File: src/rtl/fdiv_pkg.sv
package fdiv_pkg;
  typedef enum logic {
    ST_IDLE = 1'b0,
    ST_BUSY = 1'b1
  } fdiv_state_e;

  // bits of the sigma-delta intermediate dropped below the output byte
  localparam int unsigned SDM_DROP_W = 8;
endpackage

File: src/rtl/fdiv_rnd_div.sv
// Sequential signed divider, one quotient bit per cycle, round half away from zero.
module fdiv_rnd_div #(
  parameter int DVD_W = 21,
  parameter int DVS_W = 16
) (
  input  logic               clk_i,
  input  logic               rst_ni,
  input  logic               start_i,
  input  logic [DVD_W:0]     dvd_i,
  input  logic [DVS_W-1:0]   dvs_i,
  output logic               done_o,
  output logic [DVD_W+1:0]   quo_o
);
  localparam int CNT_W = $clog2(DVD_W + 1);
  localparam logic [CNT_W-1:0] LAST = CNT_W'(DVD_W - 1);

  logic               busy_q, done_q, neg_q;
  logic [DVD_W-1:0]   quo_q;
  logic [DVS_W-1:0]   rem_q, dvs_q;
  logic [CNT_W-1:0]   cnt_q;

  logic [DVD_W:0]     dvd_abs;
  logic               unused_dvd_msb;
  logic [DVS_W:0]     shf;
  logic               take;
  logic [DVS_W-1:0]   rem_nx;
  logic [DVD_W-1:0]   quo_nx;
  logic               rnd_up;
  logic [DVD_W+1:0]   mag;

  assign dvd_abs        = dvd_i[DVD_W] ? (~dvd_i + 1'b1) : dvd_i;
  assign unused_dvd_msb = dvd_abs[DVD_W];

  assign shf    = {rem_q, quo_q[DVD_W-1]};
  assign take   = shf >= {1'b0, dvs_q};
  assign rem_nx = take ? (shf[DVS_W-1:0] - dvs_q) : shf[DVS_W-1:0];
  assign quo_nx = {quo_q[DVD_W-2:0], take};

  // remainder at least half the divisor rounds the magnitude up
  assign rnd_up = {rem_q, 1'b0} >= {1'b0, dvs_q};
  assign mag    = {2'b00, quo_q} + {{(DVD_W+1){1'b0}}, rnd_up};
  assign quo_o  = neg_q ? (~mag + 1'b1) : mag;
  assign done_o = done_q;

  always_ff @(posedge clk_i or negedge rst_ni) begin
    if (!rst_ni) begin
      busy_q <= 1'b0;
      done_q <= 1'b0;
      neg_q  <= 1'b0;
      quo_q  <= '0;
      rem_q  <= '0;
      dvs_q  <= '0;
      cnt_q  <= '0;
    end else begin
      done_q <= 1'b0;
      if (start_i) begin
        busy_q <= 1'b1;
        cnt_q  <= '0;
        neg_q  <= dvd_i[DVD_W];
        quo_q  <= dvd_abs[DVD_W-1:0];
        rem_q  <= '0;
        dvs_q  <= dvs_i;
      end else if (busy_q) begin
        quo_q <= quo_nx;
        rem_q <= rem_nx;
        cnt_q <= cnt_q + 1'b1;
        if (cnt_q == LAST) begin
          busy_q <= 1'b0;
          done_q <= 1'b1;
        end
      end
    end
  end
endmodule

File: src/rtl/fdiv_fold.sv
// Folds the detector correction into the fixed-point divider and clamps it.
module fdiv_fold #(
  parameter int Q_W     = 23,
  parameter int CAL_W   = 7,
  parameter int COEFF_W = 7,
  parameter int N_W     = 10,
  parameter int FRAC_W  = 6
) (
  input  logic [Q_W-1:0]     code_i,
  input  logic [CAL_W-1:0]   ext_cal_i,
  input  logic [CAL_W-1:0]   det_max_i,
  input  logic [COEFF_W-1:0] coeff_i,
  input  logic [N_W-1:0]     n_eff_i,
  input  logic [N_W-1:0]     max_n_i,
  output logic [N_W-1:0]     n_int_o,
  output logic [FRAC_W-1:0]  frac_o,
  output logic               uf_o,
  output logic               of_o
);
  localparam int ACC_W = Q_W + COEFF_W + N_W + FRAC_W + 4;
  localparam int HI_W  = ACC_W - FRAC_W;

  logic signed [ACC_W-1:0] code_x, cal_x, max_x, dlt, clip, coef_x, prod, base, n_raw, n_a;
  logic [HI_W-1:0]         lim_hi;

  assign code_x = {{(ACC_W-Q_W){code_i[Q_W-1]}}, code_i};
  assign cal_x  = {{(ACC_W-CAL_W){ext_cal_i[CAL_W-1]}}, ext_cal_i};
  assign max_x  = {{(ACC_W-CAL_W){det_max_i[CAL_W-1]}}, det_max_i};
  assign coef_x = {{(ACC_W-COEFF_W){1'b0}}, coeff_i};
  assign base   = {{(ACC_W-N_W-FRAC_W){1'b0}}, n_eff_i, {FRAC_W{1'b0}}};

  assign dlt   = code_x - cal_x;
  assign clip  = (dlt > max_x) ? max_x : dlt;
  assign prod  = clip * coef_x;
  assign n_raw = base - prod;

  assign uf_o = n_raw[ACC_W-1] | (n_raw == '0);
  assign n_a  = uf_o ? {{(ACC_W-FRAC_W-1){1'b0}}, 1'b1, {FRAC_W{1'b0}}} : n_raw;

  assign lim_hi = {{(HI_W-N_W){1'b0}}, max_n_i};
  assign of_o   = n_a[ACC_W-1:FRAC_W] > lim_hi;

  assign n_int_o = of_o ? max_n_i : n_a[FRAC_W+N_W-1:FRAC_W];
  assign frac_o  = of_o ? '0 : n_a[FRAC_W-1:0];
endmodule

File: src/rtl/fdiv_sdm_enc.sv
// Re-encodes the divider fraction as an offset-binary modulator word.
module fdiv_sdm_enc
  import fdiv_pkg::*;
#(
  parameter int FRAC_W    = 6,
  parameter int SDM_RANGE = 12,
  parameter int SDM_W     = 8
) (
  input  logic [FRAC_W-1:0] frac_i,
  output logic [SDM_W-1:0]  sdm_o
);
  localparam int SH  = SDM_RANGE + 1 - FRAC_W;
  localparam int T_W = SDM_W + SDM_DROP_W;

  logic [T_W-1:0] scaled, half, t;
  logic           unused_low;

  assign scaled = T_W'({frac_i, {SH{1'b0}}});
  assign half   = T_W'(1) << SDM_RANGE;
  assign t      = scaled - half;

  assign sdm_o      = t[T_W-1:SDM_DROP_W];
  assign unused_low = ^t[SDM_DROP_W-1:0];
endmodule

File: src/rtl/fdiv_calc.sv
module fdiv_calc
  import fdiv_pkg::*;
#(
  parameter int UV_W      = 21,
  parameter int SLOPE_W   = 16,
  parameter int CAL_W     = 7,
  parameter int COEFF_W   = 7,
  parameter int N_W       = 10,
  parameter int FRAC_W    = 6,
  parameter int SDM_RANGE = 12,
  parameter int SDM_W     = 8
) (
  input  logic               clk_i,
  input  logic               rst_ni,
  input  logic               start_i,
  output logic               ready_o,
  input  logic [N_W-1:0]     n_eff_i,
  input  logic [UV_W-1:0]    uv_i,
  input  logic [UV_W-1:0]    det_offs_i,
  input  logic [SLOPE_W-1:0] det_slope_i,
  input  logic [CAL_W-1:0]   ext_cal_i,
  input  logic [CAL_W-1:0]   det_max_i,
  input  logic [COEFF_W-1:0] coeff_i,
  input  logic [N_W-1:0]     max_n_i,
  output logic               done_o,
  output logic [N_W-1:0]     n_int_o,
  output logic [SDM_W-1:0]   sdm_o,
  output logic               uf_o,
  output logic               of_o
);
  localparam int Q_W = UV_W + 2;

  fdiv_state_e        state_q;
  logic               accept;
  logic [UV_W:0]      diff;
  logic               div_done;
  logic [Q_W-1:0]     code;

  logic [N_W-1:0]     n_eff_q, max_n_q;
  logic [CAL_W-1:0]   ext_cal_q, det_max_q;
  logic [COEFF_W-1:0] coeff_q;

  logic [N_W-1:0]     n_int_w;
  logic [FRAC_W-1:0]  frac_w;
  logic               uf_w, of_w;
  logic [SDM_W-1:0]   sdm_w;

  logic               done_q, uf_q, of_q;
  logic [N_W-1:0]     n_int_q;
  logic [SDM_W-1:0]   sdm_q;

  assign ready_o = (state_q == ST_IDLE);
  assign accept  = start_i & ready_o;
  assign diff    = {1'b0, uv_i} - {1'b0, det_offs_i};

  fdiv_rnd_div #(
    .DVD_W (UV_W),
    .DVS_W (SLOPE_W)
  ) i_div (
    .clk_i   (clk_i),
    .rst_ni  (rst_ni),
    .start_i (accept),
    .dvd_i   (diff),
    .dvs_i   (det_slope_i),
    .done_o  (div_done),
    .quo_o   (code)
  );

  fdiv_fold #(
    .Q_W     (Q_W),
    .CAL_W   (CAL_W),
    .COEFF_W (COEFF_W),
    .N_W     (N_W),
    .FRAC_W  (FRAC_W)
  ) i_fold (
    .code_i    (code),
    .ext_cal_i (ext_cal_q),
    .det_max_i (det_max_q),
    .coeff_i   (coeff_q),
    .n_eff_i   (n_eff_q),
    .max_n_i   (max_n_q),
    .n_int_o   (n_int_w),
    .frac_o    (frac_w),
    .uf_o      (uf_w),
    .of_o      (of_w)
  );

  fdiv_sdm_enc #(
    .FRAC_W    (FRAC_W),
    .SDM_RANGE (SDM_RANGE),
    .SDM_W     (SDM_W)
  ) i_sdm (
    .frac_i (frac_w),
    .sdm_o  (sdm_w)
  );

  always_ff @(posedge clk_i or negedge rst_ni) begin
    if (!rst_ni) begin
      state_q   <= ST_IDLE;
      n_eff_q   <= '0;
      max_n_q   <= '0;
      ext_cal_q <= '0;
      det_max_q <= '0;
      coeff_q   <= '0;
      done_q    <= 1'b0;
      n_int_q   <= '0;
      sdm_q     <= '0;
      uf_q      <= 1'b0;
      of_q      <= 1'b0;
    end else begin
      done_q <= 1'b0;
      unique case (state_q)
        ST_IDLE: if (accept) begin
          state_q   <= ST_BUSY;
          n_eff_q   <= n_eff_i;
          max_n_q   <= max_n_i;
          ext_cal_q <= ext_cal_i;
          det_max_q <= det_max_i;
          coeff_q   <= coeff_i;
        end
        ST_BUSY: if (div_done) begin
          state_q <= ST_IDLE;
          done_q  <= 1'b1;
          n_int_q <= n_int_w;
          sdm_q   <= sdm_w;
          uf_q    <= uf_w;
          of_q    <= of_w;
        end
        default: state_q <= ST_IDLE;
      endcase
    end
  end

  assign done_o  = done_q;
  assign n_int_o = n_int_q;
  assign sdm_o   = sdm_q;
  assign uf_o    = uf_q;
  assign of_o    = of_q;
endmodule

File: config.mk
export PLATFORM = sky130hd
export DESIGN_NAME = fdiv_calc
export DESIGN_NICKNAME = d
export VERILOG_FILES = /design/src/rtl/fdiv_pkg.sv /design/src/rtl/fdiv_rnd_div.sv /design/src/rtl/fdiv_fold.sv /design/src/rtl/fdiv_sdm_enc.sv /design/src/rtl/fdiv_calc.sv
export SDC_FILE = /design/constraint.sdc
export NUM_CORES = 1
export LEC_CHECK = 0
export BUFFER_PORTS_ARGS = -buffer_cell sky130_fd_sc_hd__buf_2
export CAP_MARGIN = 20
export CORE_MARGIN = 5
export CORE_UTILIZATION = 65
export DETAILED_ROUTE_END_ITERATION = 8
export PLACE_DENSITY = 0.89
export SKIP_LAST_GASP = 1
export SLEW_MARGIN = 5
export SYNTH_ARGS = -nofsm -noshare
export SYNTH_HDL_FRONTEND = slang
export SYNTH_SLANG_ARGS = --single-unit
File: constraint.sdc
create_clock -name clk_i -period 41 [get_ports clk_i]
set_clock_uncertainty 0.1 [all_clocks]
set_input_delay 0 -clock clk_i [delete_from_list [all_inputs] [get_ports clk_i]]
set_output_delay 0 -clock clk_i [all_outputs]
set_load 0.01 [all_outputs]
==> qor.csv <==
stage;metric;value;unit
synthesis;combinational family with the most area after synthesis;adder cells;
worst_setup_path;arrival time worst endpoint;19410;ps
sta;Final setup viols;0;
cells_and_area;design area;19600;um2
sta;Max Fclk;52.1;MHz
synthesis;Synth Area in XOR/XNOR;6.05;%
synthesis;Mapped Cells;2139;
clocking;total clock sinks;121;
global_routing;met2 GRT Util;54.9;%
worst_setup_path;most used cell, CP;ha_1;
detailed_routing;DRC violations left;0;
synthesis;Mapped Nets;2565;
global_routing;gr usage total;31.9;%
sta;worst slew margin relative to its limit;25.8;%
global_routing;largest net degree at the start of global routing;96;
place;gpl congestion;0.932;
cells_and_area;Final Core Density;73.0;%
floorplan;die width;175;um
clocking;Clock Tree Buf Depth;2;
clocking;later-pin clock latency in the skew report;440;ps
cells_and_area;commonest cells after routing, fill and taps aside;inv_1 (272), nand2_1 (243), ha_1 (188);
cells_and_area;most common cell after layout, fill and taps aside;inv_1;
run_status;run status;finished, final reports clean;
floorplan;num ports;124;
detailed_routing;DRT iter0 DRCs;1363;
cells_and_area;Fillers;1851;
floorplan;die footprint;30600;um2
synthesis;Async SR Flop Fraction;100;%
clocking;post-CTS setup buffers;0;
detailed_routing;Routed Antenna Nets;0;
synthesis;post-synthesis mux area share;3.27;%
clocking;CTS tree;yes;
cells_and_area;# diodes;0;
synthesis;register area share after synthesis;17.1;%
place;post-DP HPWL;34800;um
floorplan;Initial Utilization;65.7;%
worst_setup_path;CP Capture Type;flop;
floorplan;site row count;60;
sta;Tmin final;19200;ps
synthesis;Netlist Area Pre-Place;17700;um2
sta;setup ws final;21800;ps
synthesis;count of state elements after synthesis;121;
sta;setup TNS;0;ps
detailed_routing;Routed WL;48700;um
floorplan;Core ar.;26900;um2
global_routing;GR peak layer;met2;
worst_setup_path;data required time of the worst path;41220;ps
floorplan;Die Height;175;um
sta;Tcrit/Tclk final;46.8;%
detailed_routing;routed length per instance;18.6;um
clocking;cts bufs inserted;17;
global_routing;vias in the first global route;16700;
global_routing;met3 Usage GRT;5.17;%
place;pre-CTS WS;22390;ps
synthesis;synthesized-area fraction occupied by adder cells;28.7;%
synthesis;Post-synth EDFFs;0;
synthesis;Top FF cell, synth;dfrtp_1;
global_routing;initial antenna violation count;0;
global_routing;first-pass GRT wire length;81100;um
flow_run;Max Cap Viol;0;
cells_and_area;layout cells sized above 1;8.52;%
synthesis;compound-gate portion of the synthesized area;17.4;%
detailed_routing;vias after detailed routing;16300;
sta;final-report hold violation count;0;
synthesis;post-synthesis cell type count;84;
sta;Slew Viols, Final;0;
worst_setup_path;slowest stage delay, CP;880;ps
hold_path;hold crit path type;in -> async;
synthesis;YS warnings;0;
clocking;Worst-path clk slew;80;ps
worst_setup_path;Slowest-stage cell, CP;o211ai_1;
synthesis;Avg Cell Area, Syn;8.25;um2
clocking;H-tree depth;4;
sta;Least-Margin Pin Slew;1110;ps
synthesis;Synth Area in Simple Gates;19.7;%
detailed_routing;Vias/cell;6.21;
sta;RSZ-0062 raised after global routing;false;
detailed_routing;router iterations before antenna repair;6;
clocking;root buf cell;clkbuf_16;
worst_setup_path;Setup Crit Path Kind;reg -> reg;
place;Area after DPL;18400;um2
global_routing;met1 usage;40.3;%
place;Buffers on Ports;123;
global_routing;grt total ovfl;0;
worst_setup_path;Setup crit start kind;flop;
cells_and_area;Area Overhead vs Synth;11.1;%
cells_and_area;# nets final;2691;
worst_setup_path;worst-path maximum fanout;17;
==> synthesized netlist by cell type (all sizes together) (11+ instances only) <==
library cell	number	area [um2]
a211oi	31	238
a21o	40	300
a21oi	110	551
a31oi	12	75.1
and2	63	394
and3	16	100
buf	18	90.1
clkbuf	65	244
dfrtp	121	3030
fa	136	2720
ha	188	2350
inv	273	1020
mux2	14	158
mux2i	42	420
nand2	243	912
nand2b	44	275
nand3	34	170
nand4	28	175
nor2	88	330
nor2b	74	463
nor3	30	155
nor4	17	106
o211ai	14	105
o21a	22	165
o21ai	133	669
o21bai	11	82.6
or3	16	100
xnor2	80	701
xor2	42	368
==> area by class of cell <==
type,instances,area (um2),share of cell area [%]
sequential,121,3030,15.4
multi-input combinational,1662,13300,67.7
inverter,273,1020,5.22
clock inverter,15,156,0.797
tap,341,427,2.18
timing repair buffer,190,1270,6.49
clock buffer,17,425,2.17
==> through the flow <==
step,hold slack (ps),std cells
floorplan,-396,2139
global placement,-41.3,2526
detailed placement,-29.9,2526
CTS,51.7,2619
global route,108,2619
finish,51.4,2619
==> worst max-delay path: cells and delay by family (launching register included) <==
kind	cells	cell delay (ps)
AOI/OAI and AO/OA	30	8220
xor gates and xnor gates	1	190
adders and majority gates	12	4880
buffers and inverters	5	650
DFF	1	330
muxes	1	690
and+or+nand+nor	18	3950
==> flip-flops by register name, indices dropped and copies added (netlist names), 5 cells and up <==
register and count:
ext_cal_q 7, i_div.quo_q 21, n_eff_q 10, i_div.cnt_q 5, sdm_o 5, max_n_q 10, i_div.dvs_q 16, det_max_q 7
i_div.rem_q 16, n_int_o 10, coeff_q 7
==> per-layer routing <==
layer	routed length, um	share of wire (%)
met1	19500	40
met2	23700	49
met3	3720	7.6
met4	1830	3.8
met5	0	0
==> final timing paths <==
| path | slack (ps) | endpoint | from | cells after the start |
|---|---|---|---|---|
| max in group asynchronous | 39310 | i_div.busy_q$_DFF_PN0_ | rst_ni | 3 |
| min in group clk_i | 90 | i_div.quo_q[1]$_DFFE_PN0P_ | uv_i[1] | 4 |
| min | 50 | n_eff_q[9]$_DFFE_PN0P_ | rst_ni | 2 |
| max reg2reg | 21800 | n_int_o[3]$_DFFE_PN0P_ | i_div.dvs_q[2]$_DFFE_PN0P_ | 67 |
| max | 21800 | n_int_o[3]$_DFFE_PN0P_ | i_div.dvs_q[2]$_DFFE_PN0P_ | 67 |
| min reg2reg | 370 | sdm_o[2]$_DFFE_PN0P_ | sdm_o[2]$_DFFE_PN0P_ | 2 |
==> what timing repair did <==
item                      4_1_cts  5_1_grt
hold endpoints to repair      105        0
resized for setup               0        0
hold buffers                   61        0
==> kinds of logic (layout without fill, tap and decap cells) <==
| group | after synthesis | after routing |
|---|---|---|
| xor gates and xnor gates | 122 | 122 |
| and+or+nand+nor | 690 | 690 |
| buffers and inverters | 356 | 495 |
| AOI/OAI and AO/OA | 470 | 470 |
| adders and majority gates | 324 | 324 |
| DFF | 121 | 121 |
| muxes | 56 | 56 |
Power is not shown: default switching activity piles up to over one toggle a cycle in this logic, so the estimate is an artifact.
